**config.mk**
```make
export PLATFORM = sky130hd
export DESIGN_NAME = vl_failfirst
export DESIGN_NICKNAME = d
export VERILOG_FILES = /design/src/rtl/ffc_pkg.sv /design/src/rtl/ffc_datapath.sv /design/src/rtl/ffc_control.sv /design/src/rtl/vl_failfirst.sv
export SDC_FILE = /design/constraint.sdc
export NUM_CORES = 1
export LEC_CHECK = 0
export ABC_AREA = 1
export BUFFER_PORTS_ARGS = -buffer_cell sky130_fd_sc_hd__buf_2
export CAP_MARGIN = 0
export CORE_ASPECT_RATIO = 0.7
export CORE_MARGIN = 3
export CORE_UTILIZATION = 50
export CTS_CLUSTER_SIZE = 25
export DETAILED_ROUTE_END_ITERATION = 12
export PLACE_DENSITY_LB_ADDON = 0.15
export SLEW_MARGIN = 10
export SYNTH_ARGS = -nofsm -noshare
export SYNTH_HDL_FRONTEND = slang
export SYNTH_SLANG_ARGS = --single-unit
```
**constraint.sdc**
```tcl
create_clock -name clk -period 4.1 [get_ports clk]
set_clock_uncertainty 0.1 [all_clocks]
set_input_delay 0.82 -clock clk [delete_from_list [all_inputs] [get_ports clk]]
set_output_delay 0.82 -clock clk [all_outputs]
set_load 0.005 [all_outputs]
```
**src/rtl/ffc_pkg.sv**
```systemverilog
package ffc_pkg;

  typedef enum logic [1:0] {
    ST_IDLE = 2'd0,
    ST_RUN  = 2'd1,
    ST_HALT = 2'd2
  } ffState_t;

  typedef struct packed {
    logic [1:0] bitSel;
    logic       inv;
    logic       vli;
    logic       rc;
    logic       rc1;
  } ffMode_t;

  // strobes from control to datapath
  typedef struct packed {
    logic loadCfg;
    logic capFail;
    logic doneNow;
  } ffStrobes_t;

endpackage

```
**src/rtl/ffc_datapath.sv**
```systemverilog
module ffc_datapath
  import ffc_pkg::*;
#(
  parameter int VL_W = 7
) (
  input  logic            clk,
  input  logic            rst_n,
  input  ffStrobes_t      strobes,
  input  ffMode_t         cfgMode,
  input  logic [VL_W-1:0] cfgVl,
  input  logic [VL_W-1:0] elemIdx,
  input  logic [3:0]      elemCond,
  input  logic            elemZero,
  output logic            elemFail,
  output logic            elemLast,
  output logic            inRange,
  output logic            vliOn,
  output logic            crOn,
  output logic            cfgVlZero,
  output logic [VL_W-1:0] newVl
);

  localparam logic [VL_W-1:0] ONE = VL_W'(1);

  ffMode_t         modeQ;
  logic [VL_W-1:0] origVlQ;
  logic            testBit;

  always_ff @(posedge clk or negedge rst_n) begin
    if (!rst_n) begin
      modeQ   <= '0;
      origVlQ <= '0;
    end else if (strobes.loadCfg) begin
      modeQ   <= cfgMode;
      origVlQ <= cfgVl;
    end
  end

  always_comb begin
    testBit  = modeQ.rc1 ? elemZero : elemCond[modeQ.bitSel];
    elemFail = (testBit == modeQ.inv);
  end

  assign inRange   = (elemIdx < origVlQ);
  assign elemLast  = (elemIdx == origVlQ - ONE);
  assign vliOn     = modeQ.vli;
  assign crOn      = modeQ.rc | modeQ.rc1;
  assign cfgVlZero = (cfgVl == '0);

  always_ff @(posedge clk or negedge rst_n) begin
    if (!rst_n) begin
      newVl <= '0;
    end else if (strobes.loadCfg) begin
      newVl <= cfgVl;
    end else if (strobes.capFail) begin
      newVl <= modeQ.vli ? elemIdx + ONE : elemIdx;
    end
  end

endmodule

```
**src/rtl/ffc_control.sv**
```systemverilog
module ffc_control
  import ffc_pkg::*;
(
  input  logic       clk,
  input  logic       rst_n,
  input  logic       start,
  input  logic       elemValid,
  input  logic       elemFpExc,
  input  logic       elemFail,
  input  logic       elemLast,
  input  logic       inRange,
  input  logic       vliOn,
  input  logic       crOn,
  input  logic       cfgVlZero,
  output ffStrobes_t strobes,
  output logic       resWe,
  output logic       crWe,
  output logic       stop,
  output logic       kill,
  output logic       fpRaise,
  output logic       done
);

  ffState_t state, stateNext;
  logic     active;

  assign active  = (state == ST_RUN) & elemValid & inRange & ~start;
  assign resWe   = active & (~elemFail | vliOn);
  assign crWe    = active & crOn;
  assign stop    = active & elemFail;
  assign fpRaise = active & elemFpExc & (~elemFail | vliOn);
  assign kill    = (state == ST_HALT);

  always_comb begin
    strobes.loadCfg = start;
    strobes.capFail = stop;
    strobes.doneNow = (start & cfgVlZero) | stop | (active & elemLast);
  end

  always_comb begin
    stateNext = state;
    if (start)                stateNext = cfgVlZero ? ST_IDLE : ST_RUN;
    else if (stop)            stateNext = ST_HALT;
    else if (active & elemLast) stateNext = ST_IDLE;
  end

  always_ff @(posedge clk or negedge rst_n) begin
    if (!rst_n) begin
      state <= ST_IDLE;
      done  <= 1'b0;
    end else begin
      state <= stateNext;
      done  <= strobes.doneNow;
    end
  end

endmodule

```
**src/rtl/vl_failfirst.sv**
```systemverilog
module vl_failfirst
  import ffc_pkg::*;
#(
  parameter int MAX_VL = 64,
  localparam int VL_W  = $clog2(MAX_VL + 1)
) (
  input  logic            clk,
  input  logic            rst_n,
  input  logic            start,
  input  logic [VL_W-1:0] cfgVl,
  input  logic [1:0]      cfgBitSel,
  input  logic            cfgInv,
  input  logic            cfgVli,
  input  logic            cfgRc,
  input  logic            cfgRc1,
  input  logic            elemValid,
  input  logic [VL_W-1:0] elemIdx,
  input  logic [3:0]      elemCond,
  input  logic            elemZero,
  input  logic            elemFpExc,
  output logic            resWe,
  output logic            crWe,
  output logic            stop,
  output logic            kill,
  output logic            fpRaise,
  output logic [VL_W-1:0] newVl,
  output logic            done
);

  ffStrobes_t strobes;
  ffMode_t    cfgMode;
  logic       elemFail, elemLast, inRange, vliOn, crOn, cfgVlZero;

  assign cfgMode = '{bitSel: cfgBitSel, inv: cfgInv, vli: cfgVli,
                     rc: cfgRc, rc1: cfgRc1};

  ffc_datapath #(.VL_W(VL_W)) u_dp (
    .clk(clk), .rst_n(rst_n), .strobes(strobes), .cfgMode(cfgMode),
    .cfgVl(cfgVl), .elemIdx(elemIdx), .elemCond(elemCond),
    .elemZero(elemZero), .elemFail(elemFail), .elemLast(elemLast),
    .inRange(inRange), .vliOn(vliOn), .crOn(crOn),
    .cfgVlZero(cfgVlZero), .newVl(newVl)
  );

  ffc_control u_ctl (
    .clk(clk), .rst_n(rst_n), .start(start), .elemValid(elemValid),
    .elemFpExc(elemFpExc), .elemFail(elemFail), .elemLast(elemLast),
    .inRange(inRange), .vliOn(vliOn), .crOn(crOn), .cfgVlZero(cfgVlZero),
    .strobes(strobes), .resWe(resWe), .crWe(crWe), .stop(stop),
    .kill(kill), .fpRaise(fpRaise), .done(done)
  );

endmodule

```
### Yosys cells after proc, flatten, opt, wreduce, memory -nomap -nowiden

Index checks and enable logic that the tools add are counted.

* register bits after elaboration: 23
* input port bits: 30
* output and inout port bits: 13
* word-level logic and storage cells: 46

* $add $sub $neg: 2
* magnitude comparators: 2
* equality and inequality tests: 4
* muxes and demuxes: 10
* bitwise gates (word level): 16
* reduce and logical (&&, ||, !) cells: 3

Operators with widths (count)
* 2-to-1 mux 7 bit: 3
* bitwise AND 1 bit: 10
* adder 7 x 1 -> 7 bit, second input constant: 1
* equality test 7 bit: 1
* zero test 7 bit: 1
* < comparator 7 bit: 1
* subtractor 7 x 1 -> 7 bit, second input constant: 1
* 2-to-1 mux 2 bit: 3
* bitwise OR 1 bit: 4
* < comparator 2 x 3 -> 1 bit, second input constant: 1
* 2-to-1 mux 1 bit: 3
* nonzero test 3 bit: 1
* binary-select mux 1 bit (select 2 bit): 1
* equality test 2 x 1 -> 1 bit, second input constant: 1
* equality test 2 bit, second input constant: 1
* inverter 1 bit: 2
* nonzero test 2 bit: 1
* equality test 1 bit: 1

### Depth between registers and ports, before layout

Gate-level depths: netlist of the first run.

* depth after elaboration: 8
* gate-level depth with buffers: 13
* depth with buffers taken out: 13

### Cells and area by module

A second synthesis of the first run with hierarchy kept.

* cells, all modules: 215
* area total of the unflattened synthesis: 1541.5 µm²

By module, submodules not included
* ffc_datapath: instances 1, cells an instance 186, area each 1343.8 µm², seq. area each 500.5 µm²
* ffc_control: instances 1, cells an instance 29, area each 197.7 µm², seq. area each 75.1 µm²

### Worst setup path after synthesis of the first run

Ideal clock, no wire load.

* kind: input port to output port
* start point: input port elemIdx[2]
* end point: output port fpRaise
* arrival: 1.824 ns
* required time: 3.180 ns
* setup slack: 1.356 ns
* stages on the path: 10
* buffers on the path: 0
* cell sequence: ha_1 -> a21oi_1 -> o21ai_1 -> nand2_1 -> nand3_2 -> nor2_4 -> o21ai_1 -> inv_2 -> nand2_1 -> inv_1

* longest elaborated chain between the ends: 5

Ends and longest elaborated chain
* start, declared: line vl_failfirst.sv:17 `input logic [VL_W-1:0] elemIdx,`
* < comparator 7 bit: line ffc_datapath.sv:44 `assign inRange = (elemIdx < origVlQ);`
* bitwise AND 1 bit (2 in series): line ffc_control.sv:27 `assign active = (state == ST_RUN) & elemValid & inRange & ~start;`
* bitwise AND 1 bit (2 in series): line ffc_control.sv:31 `assign fpRaise = active & elemFpExc & (~elemFail | vliOn);`
* end, declared: line vl_failfirst.sv:25 `output logic fpRaise,`

Every way passes these cells.

### Final worst setup path of the first run

Ends and elaborated chain as after synthesis.

==> results.py, run 1 <==
metrics = {
    "setup_path": {
        "worstReg2RegStart": "u_dp.origVlQ[2]",
        "endpoint_kind": "primary output",
        "cp-startpoint": "elemIdx[2]",
        "cp_slowest_cell": "ha_1",
        "reg2reg_slack_ns": 2.20,
        "r2r-end": "u_dp.newVl[2]",
        "path_buf_inv": 4,
        "crit_path_max_fanout": 4,
        "cpLargestDelayFamily": "simple AND/OR/NAND/NOR gates",
        "cp-start-kind": "primary input",
        "cp_cell_sequence": "buf_2, ha_1, a21oi_1, o21ai_1, nand2_1, nand3_2, nor2_4, o21ai_1, inv_2, nand2_1, inv_1, buf_2",
        "critPathRequiredTime_ns": 3.18,
        "critPathKind": "in -> out",
        "cp_slowest_stage_delay_ns": 0.31,
        "reg2reg_depth": 11,
        "cp_data_arrival_time_ns": 2.16,
    },
    "pwr": {
        "power.density_nw_per_um2": 303,
        "p_leak_nw": 1.11,
        "ir_drop_mv": 0.180,
        "finalPower_w": 0.000580,
    },
    "sta": {
        "tightest_slew_ns": 0.550,
        "fin_crit_ns": 3.08,
        "hold_viol_final": 0,
        "max_freq_mhz": 325,
        "setup_violations": 0,
        "slew_headroom_pct": 63.0,
        "fin_setup_tns_ns": 0,
        "finalCritPeriodShare_pct": 75.1,
        "rsz0062_at_grt": "no",
        "maxSlewViolCount": 0,
    },
    "clocking": {
        "cts_setup_buffers": 0,
        "ctsHoldBuffers": 0,
        "cts_tree": "yes",
        "htreeDepth": 1,
        "clockBufferDepth": 2,
        "clk_latency_ns": 0.26,
        "cts_resized": 0,
        "cts_root_buffer": "clkbuf_8",
        "clock-sinks": 23,
        "cts_inserted_buffers": 3,
        "path_clk_slew_ns": 0.08,
    },
    "min_path": {
        "holdPathEnd": "u_dp.modeQ[1]",
        "worstHoldPathCells": 2,
        "hold_path_class": "reg -> reg",
        "min_from": "u_dp.modeQ[1]",
    },
    "synthesis": {
        "seq_area_frac_synth_pct": 35.0,
        "avgSynthCellArea_um2": 6.94,
        "synthSimpleGateAreaFrac_pct": 36.4,
        "synthXorXnorAreaFrac_pct": 4.79,
        "syn_area_um2": 1640,
        "syn-instance-count": 237,
        "synth.distinct_cells": 26,
        "synth_top_family_by_area": "simple AND/OR/NAND/NOR gates",
        "synth_nets": 276,
        "synthMuxAreaShare_pct": 0,
        "yosysWarnings": 0,
        "synth_fa_ha_area_share_pct": 6.85,
        "synth-seq-cells": 23,
        "synth_compound_area_share_pct": 8.07,
    },
    "floorplanning": {
        "start_util_pct": 55.5,
        "die_h_um": 54.0,
        "io_pins": 43,
        "die_x_um": 74.5,
        "rows": 16,
        "die-area_um2": 4020,
        "coreArea_um2": 2960,
    },
    "global_route": {
        "grt_max_degree": 35,
        "grt-ovfl-total": 0,
        "antenna_found_initial": 0,
        "grt_pass1_vias": 1345,
        "grt_use_total_pct": 19.5,
        "grt_pass1_wl_mm": 5.98,
    },
    "route": {
        "wire_per_inst_um": 11.8,
        "num_vias": 1597,
        "antenna_left": 0,
        "drt-pass1-iter-count": 5,
        "avgViaCountPerCell": 5.10,
        "wirelength_mm": 3.71,
        "drt-initial-drc-count": 87,
        "drc": 0,
    },
    "finish": {
        "fin_nets": 317,
        "drive_gt1_share_pct": 22.4,
        "areaGrowthSynthToFinish_pct": 16.4,
        "final_area_um2": 1910,
        "diodes": 0,
    },
    "placed_design": {
        "numPortBuffers": 42,
        "post_dp_cell_area_um2": 1870,
        "gp_congestion": 0.960,
        "place_hpwl_mm": 3.06,
    },
    "run_status": {
        "status": "finished, final reports clean",
    },
    "job": {
        "maxCapViolations": 0,
    },
}
synthesized netlist by cell type:
cell | count | share of area [%]
nand2_4 | 2 | 1.4
nand3_2 | 3 | 1.8
clkbuf_1 | 1 | 0.23
ha_1 | 9 | 6.8
inv_2 | 5 | 1.1
nand3_1 | 23 | 7.0
o21ai_0 | 16 | 4.9
or2_1 | 1 | 0.38
buf_4 | 1 | 0.46
nor2_1 | 16 | 3.7
o21ai_1 | 3 | 0.91
inv_1 | 26 | 5.9
a21oi_1 | 3 | 0.91
xor2_1 | 5 | 2.7
and3_1 | 1 | 0.38
nor2_2 | 4 | 1.5
nor2_4 | 1 | 0.68
buf_1 | 1 | 0.23
o21a_1 | 2 | 0.91
buf_2 | 3 | 0.91
nand2_2 | 2 | 0.76
nor4_1 | 2 | 0.76
dfrtp_1 | 23 | 35
nand2_1 | 79 | 18
xnor2_1 | 4 | 2.1
o31ai_1 | 1 | 0.46
layout by cell type, fill, tap and decap left out, types with 4 or more instances in the layout:
| cell type | n |
|---|---|
| dfrtp_1 | 23 |
| inv_2 | 5 |
| nor2_1 | 16 |
| xor2_1 | 5 |
| nand2_1 | 79 |
| xnor2_1 | 4 |
| ha_1 | 9 |
| buf_2 | 42 |
| nor2_2 | 4 |
| nand3_1 | 23 |
| inv_1 | 26 |
| o21ai_0 | 16 |
final cells by class:
cell class                      instances  area (µm²)
Fill cell                             297        1050
Multi-Input combinational cell        177         922
Sequential cell                        23         576
Timing Repair Buffer                   42         210
Inverter                               31         116
Clock buffer                            4        45.0
Tap cell                               36        45.0
flip-flops by register name, summed over array words and instances, names as in the netlist:
name          flops
u_dp.newVl        7
u_dp.vliOn        1
u_ctl.state       2
u_dp.modeQ        5
u_ctl.done        1
u_dp.origVlQ      7
cells by family after synthesis:
kind of cell	count (synthesis)
buffers and inverters	37
XOR/XNOR	9
adder cells (fa/ha/maj)	9
AO/OA/AOI/OAI	25
flip-flops	23
AND/OR/NAND/NOR	134
how the worst max path moves through the flow:
| stage | endpoint | slack (ns) | cells past startpoint |
|---|---|---|---|
| 2_1_floorplan | fpRaise | 1.36 | 10 |
| 3_3_place_gp | fpRaise | 1.07 | 12 |
| 3_5_place_dp | fpRaise | 1.03 | 12 |
| 4_1_cts | fpRaise | 1.02 | 12 |
| 5_1_grt | fpRaise | 0.92 | 12 |
| 6_report | fpRaise | 1.02 | 12 |
per-layer routing:
| metal | routed length [µm] | vias up | global-route usage (%) | share of wire [%] |
|---|---|---|---|---|
| met4 | 8 | 0 | 2.07 | 0.22 |
| met3 | 247 | 2 | 4.10 | 6.7 |
| met2 | 1490 | 40 | 29.4 | 40 |
| li1 | - | 827 | - | - |
| met5 | 0 | - | 0 | 0 |
| met1 | 1960 | 728 | 29.5 | 53 |
worst register-to-register path, stage by stage (launching register included):
cell and delay, ns:
dfrtp_1 0.44, inv_2 0.08, ha_1 0.29, a21oi_1 0.15, o21ai_1 0.09, nand2_1 0.08
nand3_2 0.09, nor2_4 0.14, nand2_4 0.12, nand2_4 0.11, nand2_1 0.08, nand2_1 0.06
where the power goes:
group	internal (W)	switching, W	total [W]
Clock	0.0000694	0.0000707	0.000140
Combinational	0.0000691	0.000100	0.000169
Sequential	0.000250	0.0000203	0.000270
per-stage QoR:
stage | setup WS (ns) | hold slack (ns) | util (%) | std cells
2_1_floorplan | 1.36 | 0.343 | - | 237
3_3_place_gp | 1.07 | 0.364 | 63.1 | 309
3_5_place_dp | 1.03 | 0.362 | 63.1 | 309
4_1_cts | 1.02 | 0.381 | 64.6 | 313
5_1_grt | 0.916 | 0.432 | 64.6 | 313
6_report | 1.02 | 0.380 | 64.6 | 313
(Power assumes the default switching activity.)
==> run 2, diff against run 1 <==
--- a/config.mk
+++ b/config.mk
@@ -10,7 +10,7 @@
 export CAP_MARGIN = 0
 export CORE_ASPECT_RATIO = 0.7
 export CORE_MARGIN = 3
-export CORE_UTILIZATION = 50
+export CORE_UTILIZATION = 47
 export CTS_CLUSTER_SIZE = 25
 export DETAILED_ROUTE_END_ITERATION = 12
 export PLACE_DENSITY_LB_ADDON = 0.15
==> constraint.sdc (replaced) <==
create_clock -name clk -period 2.5 [get_ports clk]
set_clock_uncertainty 0.1 [all_clocks]
set_input_delay 0.5 -clock clk [delete_from_list [all_inputs] [get_ports clk]]
set_output_delay 0.5 -clock clk [all_outputs]
set_load 0.005 [all_outputs]
==> results.py, run 2 (synthesis results as in run 1) <==
metrics = {
    "setup_path": {
        "worst_path_most_repeated_cell": "o21a_1",
        "cpLargestDelayFamily": "flip-flops",
        "cp_slowest_stage_delay_ns": 0.41,
        "critPathKind": "reg -> out",
        "cp-start-kind": "register",
        "cp_cell_sequence": "inv_2, ha_4, a21oi_2, o21a_1, nand3_2, nor2_4, buf_4, o21a_1, buf_2",
        "endpoint_kind": "primary output",
        "path_buf_inv": 3,
        "critPathRequiredTime_ns": 1.90,
        "crit_path_max_fanout": 3,
        "cp_slowest_cell": "dfrtp_1",
        "cp_data_arrival_time_ns": 1.82,
    },
    "sta": {
        "tightest_slew_ns": 0.503,
        "setup_violations": 0,
        "hold_viol_final": 0,
        "slew_headroom_pct": 66.4,
        "finalCritPeriodShare_pct": 96.7,
        "max_freq_mhz": 414,
        "maxSlewViolCount": 0,
        "fin_crit_ns": 2.42,
    },
    "global_route": {
        "grt_max_degree": 24,
        "grt-ovfl-total": 0,
        "grt_pass1_vias": 1540,
        "grt_use_total_pct": 20.6,
        "grt_pass1_wl_mm": 7.17,
        "antenna_found_initial": 0,
    },
    "placed_design": {
        "gp_congestion": 0.861,
        "numPortBuffers": 42,
        "dp.cells": 324,
        "place_hpwl_mm": 3.21,
    },
    "run_status": {
        "status": "finished, final reports clean",
    },
    "route": {
        "drt-pass1-iter-count": 6,
        "avgViaCountPerCell": 4.93,
        "wire_per_inst_um": 12.3,
        "drt-initial-drc-count": 117,
        "drc": 0,
        "num_vias": 1660,
        "wirelength_mm": 4.14,
        "antenna_left": 0,
    },
    "pwr": {
        "comb_power_share_pct": 32.8,
        "power.density_nw_per_um2": 482,
        "p_leak_nw": 1.17,
        "switchingPower_w": 0.000338,
        "p_int_w": 0.000663,
        "pwr-share-seq_pct": 43.7,
        "ir_drop_mv": 0.309,
        "finalPower_w": 0.00100,
        "pwr-share-clk_pct": 23.5,
        "swShare_pct": 33.7,
    },
    "finish": {
        "fin_nets": 330,
        "top_regs": "u_dp.newVl: 7 flops, u_dp.origVlQ: 7 flops, u_dp.modeQ: 5 flops",
        "stdcell_count": 337,
        "areaGrowthSynthToFinish_pct": 26.4,
        "drive_gt1_share_pct": 29.7,
        "diodes": 0,
        "final_cell_mix": "nand2_1 (79), buf_2 (42), inv_1 (24)",
        "final_common_cell": "nand2_1",
    },
    "clocking": {
        "clock-sinks": 23,
        "htreeDepth": 1,
        "clockBufferDepth": 2,
        "clk_latency_ns": 0.27,
        "cts_inserted_buffers": 3,
        "ctsHoldBuffers": 0,
        "cts_root_buffer": "clkbuf_8",
        "cts_tree": "yes",
        "path_clk_slew_ns": 0.08,
    },
    "floorplanning": {
        "io_pins": 43,
        "start_util_pct": 50.5,
        "rows": 17,
        "die_h_um": 55.5,
        "coreArea_um2": 3250,
        "die-area_um2": 4260,
        "die_x_um": 76.7,
    },
    "min_path": {
        "hold_path_class": "in -> async",
    },
    "job": {
        "maxCapViolations": 0,
    },
}
[run 2: repair_timing]
item,CTS,global route
pin swaps,1,6
resized for setup,1,9
endpoints found under the setup margin,2,4
buffers inserted,5,4
[run 2: path summary, 6_finish.rpt]
path	start	to	slack [ns]	cells after the start
max in group asynchronous	rst_n	u_dp.origVlQ[2]	1.84	1
min in group clk	cfgRc	u_dp.modeQ[1]	0.33	3
min	rst_n	u_dp.origVlQ[4]	0.09	1
max	u_dp.origVlQ[6]	crWe	0.08	9
min reg2reg	u_dp.modeQ[1]	u_dp.modeQ[1]	0.39	2
max reg2reg	u_dp.origVlQ[6]	u_dp.newVl[0]	0.56	12
[run 2: per-stage QoR]
step	util (%)	instance area [µm²]	setup TNS (ns)	worst slack, ns	hold slack, ns
detailed placement	58.8	1910	0	0.0287	0.372
global route	63.9	2080	-0.0385	-0.0174	0.127
global placement	58.8	1910	0	0.104	0.378
floorplan	-	1640	0	0.396	0.104
CTS	61.4	2000	0	0.0223	0.110
finish	63.9	2080	0	0.0820	0.0882
[run 2: area by class of cell]
cell class	instances	area (µm²)
timing repair buffer	55	308
sequential	23	578
tap	47	58.8
clock inverter	1	5.00
multi-input combinational	177	971
inverter	31	116
fill	321	1180
clock buffer	3	41.3
[run 2: layer usage]
| layer | part of all wire, % | vias up | GRT usage [%] |
|---|---|---|---|
| li1 | - | 850 | - |
| met1 | 51 | 755 | 32.7 |
| met3 | 5.9 | 2 | 4.23 |
| met4 | 0.22 | 0 | 1.55 |
| met2 | 43 | 53 | 29.7 |
| met5 | 0 | - | 0 |
[run 2: power by group through the flow]
stage | clock, W | sequential (W) | combinational (W)
2_1_floorplan | 0 | 0.000443 | 0.000186
3_3_place_gp | 0 | 0.000449 | 0.000280
3_5_place_dp | 0 | 0.000450 | 0.000285
4_1_cts | 0.000239 | 0.000439 | 0.000302
5_1_grt | 0.000260 | 0.000444 | 0.000377
6_report | 0.000235 | 0.000438 | 0.000328
==> run 3, diff against run 2 <==
--- a/config.mk
+++ b/config.mk
@@ -10,7 +10,7 @@
 export CAP_MARGIN = 0
 export CORE_ASPECT_RATIO = 0.7
 export CORE_MARGIN = 3
-export CORE_UTILIZATION = 47
+export CORE_UTILIZATION = 40
 export CTS_CLUSTER_SIZE = 25
 export DETAILED_ROUTE_END_ITERATION = 12
 export PLACE_DENSITY_LB_ADDON = 0.15
==> results.py, run 3 (synthesis results as in run 1) <==
metrics = {
    "finish": {
        "areaGrowthSynthToFinish_pct": 27.0,
        "multiInputGateArea_um2": 975,
        "final_cell_mix": "nand2_1 (79), buf_2 (42), inv_1 (25)",
        "diodes": 0,
        "drive_gt1_share_pct": 29.3,
        "top_regs": "u_dp.newVl: 7 flops, u_dp.origVlQ: 7 flops, u_dp.modeQ: 5 flops",
        "regArea_um2": 577,
        "fin_nets": 330,
        "final_common_cell": "nand2_1",
        "nFillCells": 395,
    },
    "job": {
        "maxCapViolations": 0,
    },
    "floorplanning": {
        "coreArea_um2": 3740,
        "die_h_um": 59.6,
        "die-area_um2": 4930,
        "rows": 18,
        "start_util_pct": 44.0,
        "die_x_um": 82.6,
        "io_pins": 43,
    },
    "route": {
        "antenna_left": 0,
        "drt-pass1-iter-count": 4,
        "wirelength_mm": 4.20,
        "drc": 0,
        "avgViaCountPerCell": 4.71,
        "drt-initial-drc-count": 97,
        "num_vias": 1602,
        "wire_per_inst_um": 12.4,
    },
    "min_path": {
        "hold_path_class": "in -> async",
    },
    "global_route": {
        "grt-ovfl-total": 0,
        "grt_pass1_wl_mm": 6.62,
        "grt_pass1_vias": 1436,
        "antenna_found_initial": 0,
        "grt_use_total_pct": 17.9,
        "grt_max_degree": 24,
    },
    "setup_path": {
        "crit_path_max_fanout": 4,
        "cp_data_arrival_time_ns": 1.81,
        "cp-start-kind": "register",
        "worst_path_most_repeated_cell": "o21a_1",
        "critPathRequiredTime_ns": 1.90,
        "cpLargestDelayFamily": "flip-flops",
        "path_buf_inv": 3,
        "critPathKind": "reg -> out",
        "cp_slowest_stage_delay_ns": 0.38,
        "endpoint_kind": "primary output",
        "cp_slowest_cell": "dfrtp_1",
        "cp_cell_sequence": "inv_1, ha_4, a21oi_2, o21a_1, nand3_2, nor2_4, buf_4, o21a_1, buf_2",
    },
    "clocking": {
        "cts_root_buffer": "clkbuf_8",
        "path_clk_slew_ns": 0.09,
        "clockBufferDepth": 2,
        "cts_tree": "yes",
        "clk_latency_ns": 0.27,
        "htreeDepth": 1,
        "clock-sinks": 23,
        "cts_inserted_buffers": 3,
        "ctsHoldBuffers": 0,
    },
    "pwr": {
        "finalPower_w": 0.00101,
        "ir_drop_mv": 0.247,
        "power.density_nw_per_um2": 482,
        "p_leak_nw": 1.18,
    },
    "sta": {
        "setup_violations": 0,
        "maxSlewViolCount": 0,
        "fin_ws_ns": 0.0929,
        "fin_crit_ns": 2.41,
        "fin_setup_tns_ns": 0,
        "slew_headroom_pct": 63.7,
        "whs_ns": 0.105,
        "hold_viol_final": 0,
        "finalCritPeriodShare_pct": 96.3,
        "tightest_slew_ns": 0.545,
        "max_freq_mhz": 415,
    },
    "placed_design": {
        "gp_congestion": 0.846,
        "numPortBuffers": 42,
        "place_hpwl_mm": 3.25,
        "place_ws_ns": 0.0306,
    },
    "run_status": {
        "status": "finished, final reports clean",
    },
}
[run 3: cell count changes in the layout (fill, tap and decap cells not counted)]
| cell | change |
|---|---|
| a21oi_1 | -1 |
| a21oi_2 | +1 |
| buf_4 | -1 |
| buf_6 | +1 |
| dfrtp_1 | +1 |
| dfrtp_2 | -1 |
| inv_1 | +1 |
| inv_2 | -1 |
[run 3: layout make-up]
cell class	count	area share, %
Clock inverter	1	0.240
Inverter	31	5.57
Sequential cell	23	27.6
Timing Repair Buffer	55	14.9
Tap cell	50	3.00
Multi-Input combinational cell	177	46.7
Clock buffer	3	1.98
[run 3: worst register-to-register path: stages (launching register included)]
cell and delay (ns):
dfrtp_1 0.38, inv_1 0.11, ha_4 0.22, a21oi_2 0.11, o21a_1 0.16, nand3_2 0.09, nor2_4 0.14, buf_6 0.12
nand2_4 0.04, buf_4 0.16, nand2_4 0.10, nand2_1 0.06, nand2_1 0.06
[run 3: final timing paths]
path	start	end	slack, ns	cells past startpoint
setup / recovery	u_dp.origVlQ[6]	crWe	0.09	9
hold / removal	rst_n	u_dp.newVl[2]	0.11	1
setup reg to reg	u_dp.origVlQ[6]	u_dp.newVl[3]	0.59	12
hold reg to reg	u_dp.modeQ[1]	u_dp.modeQ[1]	0.40	2
max in group asynchronous	rst_n	u_dp.origVlQ[3]	1.80	1
min in group clk	cfgRc	u_dp.modeQ[1]	0.33	3
[run 3: layer usage]
metal / track usage, % / vias to the layer above / part of all wire (%) / routed length [µm]
met3: 4.10 / 2 / 6.9 / 290
met4: 2.10 / 0 / 0.33 / 14
li1: - / 852 / - / -
met1: 28.0 / 701 / 52 / 2170
met2: 25.7 / 47 / 41 / 1720
met5: 0 / - / 0 / 0
[run 3: stage by stage]
stage	utilization [%]	cells	cell area, µm²
final	55.9	340	2090
after global routing	55.9	340	2090
after CTS	53.3	335	1990
after detailed placement	51.3	327	1920
after global placement	51.3	327	1920
after floorplan	-	237	1640
[run 3: power breakdown]
| part | internal, W | total, W | switching, W |
|---|---|---|---|
| Clock | 0.000111 | 0.000238 | 0.000127 |
| Sequential | 0.000410 | 0.000436 | 0.0000260 |
| Combinational | 0.000144 | 0.000331 | 0.000187 |
[run 3: what timing repair did]
action	in CTS	in global routing
endpoints found under the setup margin	3	3
cloned	0	0
pin swaps	1	5
buffers inserted	4	5
gates resized for setup	0	10
